--- config.mk ---
export PLATFORM = sky130hd
export DESIGN_NAME = sat_alu
export DESIGN_NICKNAME = d
export VERILOG_FILES = /design/src/rtl/sat_alu_pkg.sv /design/src/rtl/sat_addsub.sv /design/src/rtl/sat_clamp.sv /design/src/rtl/sat_sticky.sv /design/src/rtl/sat_alu.sv
export SDC_FILE = /design/constraint.sdc
export NUM_CORES = 1
export LEC_CHECK = 0
export BUFFER_PORTS_ARGS = -buffer_cell sky130_fd_sc_hd__buf_2
export CORE_MARGIN = 3
export CORE_UTILIZATION = 45
export CTS_CLUSTER_SIZE = 40
export DETAILED_ROUTE_END_ITERATION = 10
export HOLD_SLACK_MARGIN = 0.06
export PLACE_DENSITY = 0.67
export SLEW_MARGIN = 10
export SYNTH_ARGS = -nofsm -noshare
export SYNTH_HDL_FRONTEND = slang
export SYNTH_HIERARCHICAL = 1
export SYNTH_SLANG_ARGS = --single-unit
export TNS_END_PERCENT = 50
--- constraint.sdc ---
create_clock -name clk -period 13.3 [get_ports clk]
set_input_delay 1.33 -clock clk [delete_from_list [all_inputs] [get_ports clk]]
set_output_delay 1.33 -clock clk [all_outputs]
set_load 0.05 [all_outputs]
--- src/rtl/sat_alu_pkg.sv ---
// Shared encodings for the saturating arithmetic unit.
// Assumes: opcodes not listed here are treated as undefined (result 0).
package sat_alu_pkg;

    localparam int OPW = 4;

    typedef enum logic [OPW-1:0] {
        OP_QADD   = 4'd0,
        OP_QSUB   = 4'd1,
        OP_QDBL   = 4'd2,
        OP_ADDF   = 4'd3,
        OP_UQADD  = 4'd4,
        OP_UQSUB  = 4'd5,
        OP_SSAT   = 4'd6,
        OP_USAT   = 4'd7,
        OP_SSAT16 = 4'd8,
        OP_USAT16 = 4'd9
    } sat_op_e;

    localparam logic [OPW-1:0] OP_LAST = 4'd9;

endpackage

--- src/rtl/sat_addsub.sv ---
// Add/subtract datapath: produces every add-family result in parallel.
// Signed overflow is judged from operand and result sign bits; unsigned
// carry/borrow from the extra top bit. Assumes DW >= 3.
module sat_addsub #(
    parameter int DW = 32
) (
    input  logic [DW-1:0] a_in,
    input  logic [DW-1:0] b_in,
    output logic [DW-1:0] qadd_res,
    output logic [DW-1:0] qsub_res,
    output logic [DW-1:0] qdbl_res,
    output logic [DW-1:0] wrap_res,
    output logic [DW-1:0] uqadd_res,
    output logic [DW-1:0] uqsub_res,
    output logic          add_ovf,
    output logic          sub_ovf,
    output logic          dbl_clip
);
    localparam logic [DW-1:0] POS_MAX = {1'b0, {(DW-1){1'b1}}};
    localparam logic [DW-1:0] NEG_MIN = {1'b1, {(DW-1){1'b0}}};
    localparam logic [DW-1:0] QUART_P = {2'b01, {(DW-2){1'b0}}};
    localparam logic [DW-1:0] QUART_N = {2'b11, {(DW-2){1'b0}}};

    logic [DW:0]   usum;
    logic [DW:0]   udif;
    logic [DW-1:0] sum;
    logic [DW-1:0] dif;
    logic [DW-1:0] clip_val;
    logic          dbl_hi;
    logic          dbl_lo;

    // Extended-width sum and difference expose carry and borrow.
    always_comb begin
        usum = {1'b0, a_in} + {1'b0, b_in};
        udif = {1'b0, a_in} - {1'b0, b_in};
        sum  = usum[DW-1:0];
        dif  = udif[DW-1:0];
    end

    // Signed overflow from sign bits; clamp direction follows operand a.
    always_comb begin
        add_ovf  = (a_in[DW-1] == b_in[DW-1]) && (sum[DW-1] != a_in[DW-1]);
        sub_ovf  = (a_in[DW-1] != b_in[DW-1]) && (dif[DW-1] != a_in[DW-1]);
        clip_val = a_in[DW-1] ? NEG_MIN : POS_MAX;
        qadd_res = add_ovf ? clip_val : sum;
        qsub_res = sub_ovf ? clip_val : dif;
        wrap_res = sum;
    end

    // Doubling clamp against the quarter-range thresholds.
    always_comb begin
        dbl_hi   = $signed(a_in) >= $signed(QUART_P);
        dbl_lo   = $signed(a_in) <= $signed(QUART_N);
        dbl_clip = dbl_hi || dbl_lo;
        if (dbl_hi)      qdbl_res = POS_MAX;
        else if (dbl_lo) qdbl_res = NEG_MIN;
        else             qdbl_res = {a_in[DW-2:0], 1'b0};
    end

    // Unsigned clamping: all ones on carry, zero on borrow.
    always_comb begin
        uqadd_res = usum[DW] ? {DW{1'b1}} : sum;
        uqsub_res = udif[DW] ? '0 : dif;
    end

endmodule

--- src/rtl/sat_clamp.sv ---
// Clamps a signed W-bit value to a bit position n taken from pos_in.
// Signed mode range: -2^n .. 2^n-1; unsigned mode range: 0 .. 2^n-1.
// A position at or beyond W-1 leaves the upper limit at the W-bit signed
// maximum, so such inputs are never clamped from above.
module sat_clamp #(
    parameter int W  = 32,
    parameter int PW = 5
) (
    input  logic [W-1:0]  val_in,
    input  logic [PW-1:0] pos_in,
    input  logic          signed_mode,
    output logic [W-1:0]  clamp_res,
    output logic          clipped
);
    localparam logic [W-1:0] TOP_POS = {1'b0, {(W-1){1'b1}}};
    localparam logic [W-1:0] ONE     = {{(W-1){1'b0}}, 1'b1};

    logic [W-1:0] lim_hi;
    logic [W-1:0] lim_lo;
    logic         over;
    logic         under;

    // Limits from the position: 2^n-1 above, its complement or 0 below.
    always_comb begin
        if (int'(pos_in) >= W - 1) lim_hi = TOP_POS;
        else                       lim_hi = (ONE << pos_in) - ONE;
        lim_lo = signed_mode ? ~lim_hi : '0;
    end

    // Compare as signed values and select the clamped output.
    always_comb begin
        over    = $signed(val_in) > $signed(lim_hi);
        under   = $signed(val_in) < $signed(lim_lo);
        clipped = over || under;
        if (over)       clamp_res = lim_hi;
        else if (under) clamp_res = lim_lo;
        else            clamp_res = val_in;
    end

endmodule

--- src/rtl/sat_sticky.sv ---
// Sticky clamp flag: set by any clamp, cleared only by clr_in; a clamp
// wins over a clear in the same cycle. Synchronous active-low reset.
module sat_sticky (
    input  logic clk,
    input  logic rst_n,
    input  logic sat_in,
    input  logic clr_in,
    output logic flag_q
);
    // Flag register: reset to 0, set wins over clear.
    always_ff @(posedge clk) begin
        if (!rst_n)      flag_q <= 1'b0;
        else if (sat_in) flag_q <= 1'b1;
        else if (clr_in) flag_q <= 1'b0;
    end

    // a clamp shows up as a set flag one cycle later
    p_set_r9: assert property (@(posedge clk) disable iff (!rst_n)
        sat_in |=> flag_q);
    // a simultaneous clear does not beat a clamp
    p_both_r10: assert property (@(posedge clk) disable iff (!rst_n)
        (sat_in && clr_in) |=> flag_q);
    // a clear without a clamp empties the flag
    p_clr_r9: assert property (@(posedge clk) disable iff (!rst_n)
        (clr_in && !sat_in) |=> !flag_q);
    // without a clear, a set flag stays set
    p_keep_r9: assert property (@(posedge clk) disable iff (!rst_n)
        (flag_q && !clr_in) |=> flag_q);

endmodule

--- src/rtl/sat_alu.sv ---
// Saturating arithmetic unit top. Result is combinational from the
// inputs; the sticky flag registers the selected clamp indication.
// Assumes inputs are steady around each rising clock edge.
module sat_alu
    import sat_alu_pkg::*;
#(
    parameter int DW  = 32,
    parameter int PW  = 5,
    parameter int NHF = 2
) (
    input  logic           clk,
    input  logic           rst_n,
    input  logic [OPW-1:0] op_code,
    input  logic [DW-1:0]  opnd_a,
    input  logic [DW-1:0]  opnd_b,
    input  logic [PW-1:0]  sat_pos,
    input  logic           sat_clr,
    output logic [DW-1:0]  res_out,
    output logic           sat_flag
);
    localparam int HW = DW / NHF;

    sat_op_e       op;
    logic [DW-1:0] qadd_res, qsub_res, qdbl_res, wrap_res;
    logic [DW-1:0] uqadd_res, uqsub_res, word_res;
    logic          add_ovf, sub_ovf, dbl_clip, word_clip;
    logic [DW-1:0] half_res;
    logic [NHF-1:0] half_clip;
    logic          sat_now;

    assign op = sat_op_e'(op_code);

    sat_addsub #(.DW(DW)) u_addsub (
        .a_in      (opnd_a),
        .b_in      (opnd_b),
        .qadd_res  (qadd_res),
        .qsub_res  (qsub_res),
        .qdbl_res  (qdbl_res),
        .wrap_res  (wrap_res),
        .uqadd_res (uqadd_res),
        .uqsub_res (uqsub_res),
        .add_ovf   (add_ovf),
        .sub_ovf   (sub_ovf),
        .dbl_clip  (dbl_clip)
    );

    sat_clamp #(.W(DW), .PW(PW)) u_word (
        .val_in      (opnd_a),
        .pos_in      (sat_pos),
        .signed_mode (op == OP_SSAT),
        .clamp_res   (word_res),
        .clipped     (word_clip)
    );

    // One clamp per half, each fed its own sign-extended slice.
    for (genvar g = 0; g < NHF; g++) begin : g_half
        sat_clamp #(.W(HW), .PW(PW)) u_half (
            .val_in      (opnd_a[g*HW +: HW]),
            .pos_in      (sat_pos),
            .signed_mode (op == OP_SSAT16),
            .clamp_res   (half_res[g*HW +: HW]),
            .clipped     (half_clip[g])
        );
    end

    // Operation select for result and clamp indication.
    always_comb begin
        res_out = '0;
        sat_now = 1'b0;
        case (op)
            OP_QADD:   begin res_out = qadd_res;  sat_now = add_ovf;    end
            OP_QSUB:   begin res_out = qsub_res;  sat_now = sub_ovf;    end
            OP_QDBL:   begin res_out = qdbl_res;  sat_now = dbl_clip;   end
            OP_ADDF:   begin res_out = wrap_res;  sat_now = add_ovf;    end
            OP_UQADD:  res_out = uqadd_res;
            OP_UQSUB:  res_out = uqsub_res;
            OP_SSAT,
            OP_USAT:   begin res_out = word_res;  sat_now = word_clip;  end
            OP_SSAT16,
            OP_USAT16: begin res_out = half_res;  sat_now = |half_clip; end
            default:   begin res_out = '0;        sat_now = 1'b0;       end
        endcase
    end

    sat_sticky u_sticky (
        .clk    (clk),
        .rst_n  (rst_n),
        .sat_in (sat_now),
        .clr_in (sat_clr),
        .flag_q (sat_flag)
    );

    // an unsigned clamping add never yields less than opnd_a
    p_uadd_r5: assert property (@(posedge clk) disable iff (!rst_n)
        (op_code == OP_UQADD) |-> (res_out >= opnd_a));
    // an unsigned clamping subtract never yields more than opnd_a
    p_usub_r5: assert property (@(posedge clk) disable iff (!rst_n)
        (op_code == OP_UQSUB) |-> (res_out <= opnd_a));
    // an unsigned clamp result is never negative
    p_usat_r7: assert property (@(posedge clk) disable iff (!rst_n)
        (op_code == OP_USAT) |-> !res_out[DW-1]);
    // undefined opcodes give zero
    p_undef_r11: assert property (@(posedge clk) disable iff (!rst_n)
        (op_code > OP_LAST) |-> (res_out == '0));

endmodule

Word level (Yosys, flattened, before mapping)
Index checks and enable logic that the tools add are counted.

word-level totals
  flip-flop bits (word level) = 1
  input port bits = 76
  output and inout bits = 33
  logic and storage cells = 65

cells by class
  $add $sub $neg = 4
  magnitude comparators = 10
  equal/unequal tests = 13
  shift-type cells = 2
  multiplexer cells = 21
  bitwise operators = 2
  reduce and logical (&&, ||, !) cells = 12

operators by type and width
  kind                                                                                  count
  32-bit 2-to-1 mux                                                                     11
  32-bit one-hot mux with 8 select lines                                                1
  16-bit 2-to-1 mux                                                                     6
  32-bit by 32-bit adder with 33-bit output                                             1
  32-bit by 32-bit subtractor with 33-bit output                                        1
  32-bit greater-or-equal comparator (second input constant)                            1
  16-bit > comparator                                                                   2
  32-bit > comparator                                                                   1
  32-bit by 31-bit <= comparator with 1-bit output (second input constant)              1
  16-bit less-than comparator                                                           2
  32-bit less-than comparator                                                           1
  32-bit inverter                                                                       1
  1-bit by 5-bit << shifter with 32-bit output (first input constant)                   1
  32-bit by 1-bit subtractor with 32-bit output (second input constant)                 1
  4-bit by 3-bit == test with 1-bit output (second input constant)                      4
  16-bit inverter                                                                       1
  1-bit by 5-bit << shifter with 16-bit output (first input constant)                   1
  16-bit by 1-bit subtractor with 16-bit output (second input constant)                 1
  4-bit by 2-bit == test with 1-bit output (second input constant)                      2
  4-bit == test (second input constant)                                                 2
  2-bit OR reduction                                                                    4
  5-bit by 4-bit greater-or-equal comparator with 1-bit output (second input constant)  1
  5-bit greater-or-equal comparator (second input constant)                             1
  1-bit one-hot mux with 5 select lines                                                 1
  other kinds (8)                                                                       15

Logic depth before layout (Yosys ltp)
Gate-level depths: netlist of the first run.

  depth after elaboration = 10
  mapped depth = 24
  depth with buffers taken out = 19

Cells and area by module
Netlist of the first run, hierarchy kept.

modules (own cells, without submodules)
  module                         instances  cells an instance  area each (um^2)  sequential area each (um^2)
  sat_addsub                     1          805                5,063.6           0.0
  sat_clamp at u_word            1          479                3,241.9           0.0
  sat_alu                        1          246                1,999.4           0.0
  sat_clamp at g_half[0].u_half  1          212                1,554.0           0.0
  sat_clamp at g_half[1].u_half  1          203                1,470.2           0.0
  sat_sticky                     1          3                  41.3              20.0

Worst setup path after synthesis of the first run
OpenSTA, ideal clock, no wires.

  kind = in2out
  start = in sat_pos[2]
  end = out res_out[0]
  data arrival time = 6,338 ps
  data required time = 11,970 ps
  slack = 5,632 ps
  cell stages on the path = 22
  path buffers = 4
  cell sequence = buf_2 -> or3_4 -> or3_1 -> ha_1 -> clkbuf_1 -> clkbuf_1 -> a21oi_1 -> nor2_1 -> a211oi_1 -> o21a_1 -> nand2_1 -> ha_1 -> nand4_1 -> nor4_4 -> inv_1 -> o2111a_1 -> a21oi_2 -> clkbuf_1 -> o21ai_0 -> a31oi_1 -> a22oi_1 -> o221ai_1

on the way
  longest elaborated chain between the ends = 9
  elaborated cells on any way between the ends = 21
  those cells by class = add/sub (2); order compare (6); shift (2); mux (9); bitwise (2)

RTL lines
  what                                           line             text
  from (decl)                                    sat_alu.sv:16    input logic [PW-1:0] sat_pos,
  1-bit by 5-bit << shifter with 32-bit output   sat_clamp.sv:26  else lim_hi = (ONE << pos_in) - ONE;
  32-bit by 1-bit subtractor with 32-bit output  sat_clamp.sv:26
  32-bit 2-to-1 mux *                            sat_clamp.sv:25  if (int'(pos_in) >= W - 1) lim_hi = TOP_POS;
  32-bit inverter                                sat_clamp.sv:27  lim_lo = signed_mode ? ~lim_hi : '0;
  32-bit 2-to-1 mux                              sat_clamp.sv:27
  32-bit less-than comparator                    sat_clamp.sv:33  under = $signed(val_in) < $signed(lim_lo);
  32-bit 2-to-1 mux                              sat_clamp.sv:36  else if (under) clamp_res = lim_lo;
  32-bit 2-to-1 mux *                            sat_clamp.sv:35  if (over) clamp_res = lim_hi;
  named net word_res[0]                          sat_alu.sv:25    logic [DW-1:0] uqadd_res, uqsub_res, word_res;
  32-bit one-hot mux with 8 select lines *       sat_alu.sv:70    case (op)
  to (decl)                                      sat_alu.sv:18    output logic [DW-1:0] res_out,

The timed path passes the listed nets; every way through them passes the cells marked *.

Worst setup path after layout of the first run
  start = in sat_pos[0]
  end = out res_out[6]

The elaborated chain is that of the path after synthesis.

==> flow_metrics.env, run 1 <==
export IMPL_status="finished, final reports clean"
export IMPL_synthAdderAreaFrac_pct=18.4
export IMPL_final_max_slew_viol_count=0
export IMPL_final_common_cell="ha_1"
export IMPL_synth_edf_count=0
export IMPL_antenna_left=0
export IMPL_coreArea_sq_um=29000
export IMPL_synth_seq_cells=1
export IMPL_slew_headroom_pct=16.0
export IMPL_regMostFlops="u_sticky/flag_q"
export IMPL_die_w_microns=178
export IMPL_cts_setup_buffers=0
export IMPL_setup_tns_final_ns=0
export IMPL_clk_pin_slew_ns=0
export IMPL_drtIter0Drc=1837
export IMPL_met2_length_microns=22300
export IMPL_met1_length_microns=22200
export IMPL_synth_top_family_by_area="compound AO/OA/AOI/OAI gates"
export IMPL_whs_path_depth=2
export IMPL_worst_setup_path_type="primary input to primary output"
export IMPL_die_h_microns=178
export IMPL_top_layer="met4"
export IMPL_finalPower_uw=786
export IMPL_vias_per_cell=6.73
export IMPL_gp_congestion=0.972
export IMPL_muxShareOfSynthArea_pct=8.49
export IMPL_ys_seq_area_share_pct=0.150
export IMPL_insertion_delay_ns=0
export IMPL_yosys_cell_types_count=98
export IMPL_reg2reg_to="u_sticky/flag_q"
export IMPL_final_cell_mix="ha_1 (192), nand2_1 (172), a21oi_1 (152), inv_1 (138), nor2_1 (120)"
export IMPL_hold_viol_final=0
export IMPL_min_delay_start="u_sticky/flag_q"
export IMPL_vdd_drop_max_mv=0.0310
export IMPL_synth_simple_area_share_pct=21.2
export IMPL_grt_pass1_wl_microns=80400
export IMPL_drc=0
export IMPL_endpoint_kind="primary output"
export IMPL_cp_arrival_ns=8.03
export IMPL_cellPowerDensity_nw_per_um2=57.0
export IMPL_drive_above_1_share_pct=10.4
export IMPL_critPathLaunchType="primary input"
export IMPL_post_cts_resized=0
export IMPL_initial_utilization_pct=46.1
export IMPL_required_ns=11.97
export IMPL_cp_max_fo=47
export IMPL_drtPass1Iterations=6
export IMPL_holdPathEnd="u_sticky/flag_q"
export IMPL_rsz0062_at_grt="no"
export IMPL_fin_skew_ns=0
export IMPL_setup_violations=0
export IMPL_r2r_start="u_sticky/flag_q"
export IMPL_grt_max_degree=70
export IMPL_leakage_uw=0.00599
export IMPL_antenna_found_initial=2
export IMPL_post_route_min_period_ns=9.36
export IMPL_final_nets=2189
export IMPL_synth_compound_area_share_pct=37.8
export IMPL_ys_warn_count=6
export IMPL_min_period_over_period_pct=70.4
export IMPL_maxCapViolations=0
export IMPL_min_path_type="register to register"
export IMPL_port_buffers=108
export IMPL_ctsHoldBuffers=0
export IMPL_syn_nets=2219
export IMPL_n_fill_cell=3038
export IMPL_avgRoutedWirePerCell_microns=22.6
export IMPL_syn_to_final_growth_pct=3.05
export IMPL_ios=109
export IMPL_largestRegisters="u_sticky/flag_q x1"
export IMPL_fmax_mhz=107
export IMPL_worst_slew_pin_slew_ns=1.26
export IMPL_r2r_setup_slack_ns=12.63
export IMPL_synth_area_sq_um=13400
export IMPL_async_reset_ff_share_pct=0
export IMPL_largest_register_ffs=1
export IMPL_vias=15517
export IMPL_dp_hpwl_microns=38900
export IMPL_wl_met3_microns=5460
export IMPL_grt_usage_pct=31.1
export IMPL_synth_area_per_cell_sq_um=6.86
export IMPL_wl_microns=52100
export IMPL_yosys_most_used_dff="dfxtp_1"
export IMPL_reg2reg_depth=2
export IMPL_dieArea_sq_um=31800
export IMPL_synth_xor_area_share_pct=3.80
export IMPL_overflow=0
export IMPL_first_global_vias=14316
export IMPL_postSynthCellCount=1948
export IMPL_num_rows=62
[metrics by stage]
stage          hold slack [ns]  std cells  utilization (%)  cell area [sq um]  setup WS [ns]
5_1_grt                  0.586       2302             47.5              13800           3.63
3_5_place_dp             0.566       2300             47.5              13800           4.18
6_report                 0.568       2304             47.5              13800           3.94
2_1_floorplan            0.847       1948                -              13400           5.63
4_1_cts                  0.568       2300             47.5              13800           4.18
3_3_place_gp             0.545       2300             47.5              13800           4.24
[kinds of logic (layout without fill, tap and decap cells)]
logic type	Yosys count	count (layout)
other	3	7
AOI/OAI and AO/OA	728	728
muxes	111	111
buffers and inverters	302	270
and+or+nand+nor	550	550
xor gates and xnor gates	58	58
DFF	1	1
adders and majority gates	195	195
[synthesized netlist by cell type, types with 10 or more instances]
cell | number | share of area, %
buf_6 | 14 | 1.2
o21ai_0 | 112 | 4.2
nand2b_1 | 24 | 1.1
nor3_1 | 29 | 1.1
o21a_1 | 17 | 0.95
clkbuf_1 | 86 | 2.4
o31ai_1 | 10 | 0.56
buf_4 | 12 | 0.67
a31oi_1 | 38 | 1.8
xnor2_1 | 46 | 3.0
nor4_1 | 21 | 0.98
nand4_1 | 23 | 1.1
nand4b_1 | 23 | 1.5
buf_2 | 44 | 1.6
a221oi_1 | 11 | 0.72
a21o_1 | 60 | 3.4
o221ai_1 | 35 | 2.3
o21bai_1 | 15 | 0.84
nor2b_1 | 22 | 1.0
mux2i_1 | 92 | 6.9
xor2_1 | 12 | 0.79
nand2_1 | 172 | 4.8
or2_2 | 10 | 0.47
nand3_1 | 34 | 1.3
o211ai_1 | 12 | 0.67
and3_1 | 10 | 0.47
o21ai_1 | 31 | 1.2
ha_1 | 192 | 18
a22oi_1 | 66 | 3.7
or3_1 | 11 | 0.51
nor2_1 | 121 | 3.4
a21oi_1 | 152 | 5.7
o22a_1 | 32 | 2.1
a211oi_1 | 23 | 1.3
and2_1 | 12 | 0.56
a21boi_0 | 29 | 1.6
mux2_2 | 13 | 1.1
inv_1 | 138 | 3.9
[area by class of cell]
type	count	area, sq um	share of cell area [%]
inverter	141	529	3.84
tap	384	480	3.49
multi-input combinational	1645	12000	87.4
sequential	1	20.0	0.145
timing repair buffer	129	701	5.09
antenna	4	10.0	0.0726
[power by group]
part           internal (uW)  total (uW)  switching [uW]  leakage [uW]
Clock              0.0000146   0.0000146               0  0.0000000254
Combinational            261         782             521       0.00598
Sequential              3.35        3.48           0.127    0.00000826
[metal layers]
metal / vias up / GRT usage (%)
li1: 7232 / -
met1: 7226 / 44.4
met2: 929 / 47.5
met3: 130 / 4.15
met4: 0 / 11.3
met5: - / 0
[critical path: stages]
cell and delay [ns]:
buf_2 0.35, or3_4 0.53, or3_1 0.39, ha_1 0.46
nand2_1 0.22, o21ai_0 0.10, a221oi_1 0.82, ha_1 0.39
o21ai_0 0.18, a21oi_1 0.08, o211a_1 0.13, o31ai_1 0.30
nand3_1 0.85, and2_1 0.44, buf_4 0.27, mux2i_1 0.33
a22oi_1 0.14, o221ai_1 0.33, buf_2 0.34
[worst max-delay path by stage]
| stage | slack (ns) | depth (start not counted) | start | to |
|---|---|---|---|---|
| floorplan | 5.63 | 22 | sat_pos[2] | res_out[0] |
| global placement | 4.24 | 19 | sat_pos[0] | res_out[6] |
| detailed placement | 4.18 | 19 | sat_pos[0] | res_out[6] |
| CTS | 4.18 | 19 | sat_pos[0] | res_out[6] |
| global route | 3.63 | 19 | sat_pos[0] | res_out[30] |
| finish | 3.94 | 19 | sat_pos[0] | res_out[6] |
(Power assumes the default switching activity.)
==> run 2, diff against run 1 <==
clock period = 9.1 ns   (was 13.3 ns; I/O delays follow)
==> run 2 against run 1 <==
Net effect: design area rose by 0.60%; hold slack worse by 0.0059 ns; global-route usage decreased by 0.91 points; first-iteration DRC count shrank 0.65%; critical path depth is 3 higher; combinational power up 45%; largest cell class unchanged; cell count grew 0.39%; critical path type unchanged.
==> flow_metrics.env, run 2 (same netlist as run 1, synthesis figures left out) <==
export IMPL_status="finished, final reports clean"
export IMPL_setup_tns_final_ns=0
export IMPL_cp_arrival_ns=6.92
export IMPL_required_ns=8.19
export IMPL_final_common_cell="ha_1"
export IMPL_ios=109
export IMPL_cp_max_fo=28
export IMPL_vias=15702
export IMPL_critPathLaunchType="primary input"
export IMPL_gp_congestion=0.969
export IMPL_drtIter0Drc=1825
export IMPL_largestRegisters="u_sticky/flag_q x1"
export IMPL_overflow=0
export IMPL_placed_cell_area_sq_um=13900
export IMPL_grt_pass1_wl_microns=78600
export IMPL_rsz0062_at_grt="no"
export IMPL_min_delay_start="u_sticky/flag_q"
export IMPL_grt_max_degree=69
export IMPL_antenna_left=0
export IMPL_drive_above_1_share_pct=11.0
export IMPL_worst_slew_pin_slew_ns=1.25
export IMPL_largest_register_ffs=1
export IMPL_first_global_vias=14255
export IMPL_vias_per_cell=6.79
export IMPL_port_buffers=108
export IMPL_coreArea_sq_um=29000
export IMPL_worst_setup_path_type="primary input to primary output"
export IMPL_design_area_sq_um=13900
export IMPL_die_h_microns=178
export IMPL_worstPathCellList="buf_2 -> or3_4 -> or3_1 -> ha_1 -> nor2_1 -> nand3_1 -> o21ai_0 -> a21oi_1 -> o21a_1 -> ha_1 -> and4_1 -> and3_1 -> o211a_1 -> o31ai_1 -> a21o_1 -> buf_4 -> and2_1 -> buf_4 -> mux2i_1 -> a22oi_1 -> o221ai_1 -> buf_2"
export IMPL_dieArea_sq_um=31800
export IMPL_syn_to_final_growth_pct=3.67
export IMPL_crit_slowest_cell="and2_1"
export IMPL_critPathMaxStageDelay_ns=0.66
export IMPL_dp_hpwl_microns=38200
export IMPL_ctsHoldBuffers=0
export IMPL_endpoint_kind="primary output"
export IMPL_hold_viol_final=0
export IMPL_leakage_uw=0.00605
export IMPL_cts_setup_buffers=0
export IMPL_clk_pin_slew_ns=0
export IMPL_place_worst_setup_slack_ns=1.46
export IMPL_drtPass1Iterations=6
export IMPL_post_cts_resized=0
export IMPL_diodes=0
export IMPL_r2r_start="u_sticky/flag_q"
export IMPL_fmax_mhz=128
export IMPL_final_max_slew_viol_count=0
export IMPL_fin_skew_ns=0
export IMPL_post_route_min_period_ns=7.83
export IMPL_cellPowerDensity_nw_per_um2=82.2
export IMPL_finalWorstSetupSlack_ns=1.27
export IMPL_grt_usage_pct=30.2
export IMPL_final_nets=2202
export IMPL_setup_violations=0
export IMPL_num_rows=62
export IMPL_regMostFlops="u_sticky/flag_q"
export IMPL_insertion_delay_ns=0
export IMPL_min_path_type="register to register"
export IMPL_stdcell_count=2313
export IMPL_critical_path_buf_inv_count=4
export IMPL_dp_cells=2313
export IMPL_antenna_found_initial=0
export IMPL_wl_microns=50800
export IMPL_crit_family="simple AND/OR/NAND/NOR gates"
export IMPL_final_cell_mix="ha_1 (192), nand2_1 (172), a21oi_1 (152), inv_1 (138), nor2_1 (120)"
export IMPL_vdd_drop_max_mv=0.0490
export IMPL_min_period_over_period_pct=86.1
export IMPL_slew_headroom_pct=16.6
export IMPL_avgRoutedWirePerCell_microns=22.0
export IMPL_maxCapViolations=0
export IMPL_finalPower_uw=1140
export IMPL_initial_utilization_pct=46.1
export IMPL_drc=0
export IMPL_cp_startpoint="sat_pos[0]"
export IMPL_die_w_microns=178
run 2: cell types whose count changed in the layout (fill, tap and decap cells not counted):
cell	previous run	this run
buf_4	22	35
diode_2	4	0
nor2b_2	2	3
nor2b_4	2	1
run 2: final cells by class:
class                           count  area, sq um
Multi-Input combinational cell   1645        12000
Fill cell                        3073        15200
Inverter                          141          529
Tap cell                          384          480
Timing Repair Buffer              142          798
Sequential cell                     1         20.0
run 2: worst min-delay path: cells and delay by family (launching register included):
kind | cells | cell delay [ns]
AO/OA/AOI/OAI | 1 | 0.10
flip-flops | 1 | 0.30
AND/OR/NAND/NOR | 1 | 0.13
run 2: through the flow:
| step | hold WS [ns] | util (%) |
|---|---|---|
| finish | 0.562 | 47.8 |
| global route | 0.593 | 47.8 |
| CTS | 0.557 | 47.8 |
| detailed placement | 0.557 | 47.8 |
| global placement | 0.546 | 47.8 |
| floorplan | 0.847 | - |
run 2: path summary, 6_finish.rpt:
path	end	slack (ns)	depth (start not counted)
max	res_out[28]	1.27	22
min	u_sticky/flag_q	0.56	2
max reg2reg	u_sticky/flag_q	8.43	2
min reg2reg	u_sticky/flag_q	0.56	2
run 2: power breakdown:
part	internal (uW)	leakage, uW	switching [uW]
logic	387	0.00604	748
registers	4.90	0.00000826	0.152
clock network	0	0	0
total	392	0.00605	748
run 2: per-layer routing:
metal,GRT usage [%],vias up,share of wire [%]
met5,0,-,0
met4,11.4,0,4.5
met3,2.89,139,9.1
met2,46.6,875,43
met1,43.3,7424,44
li1,-,7264,-
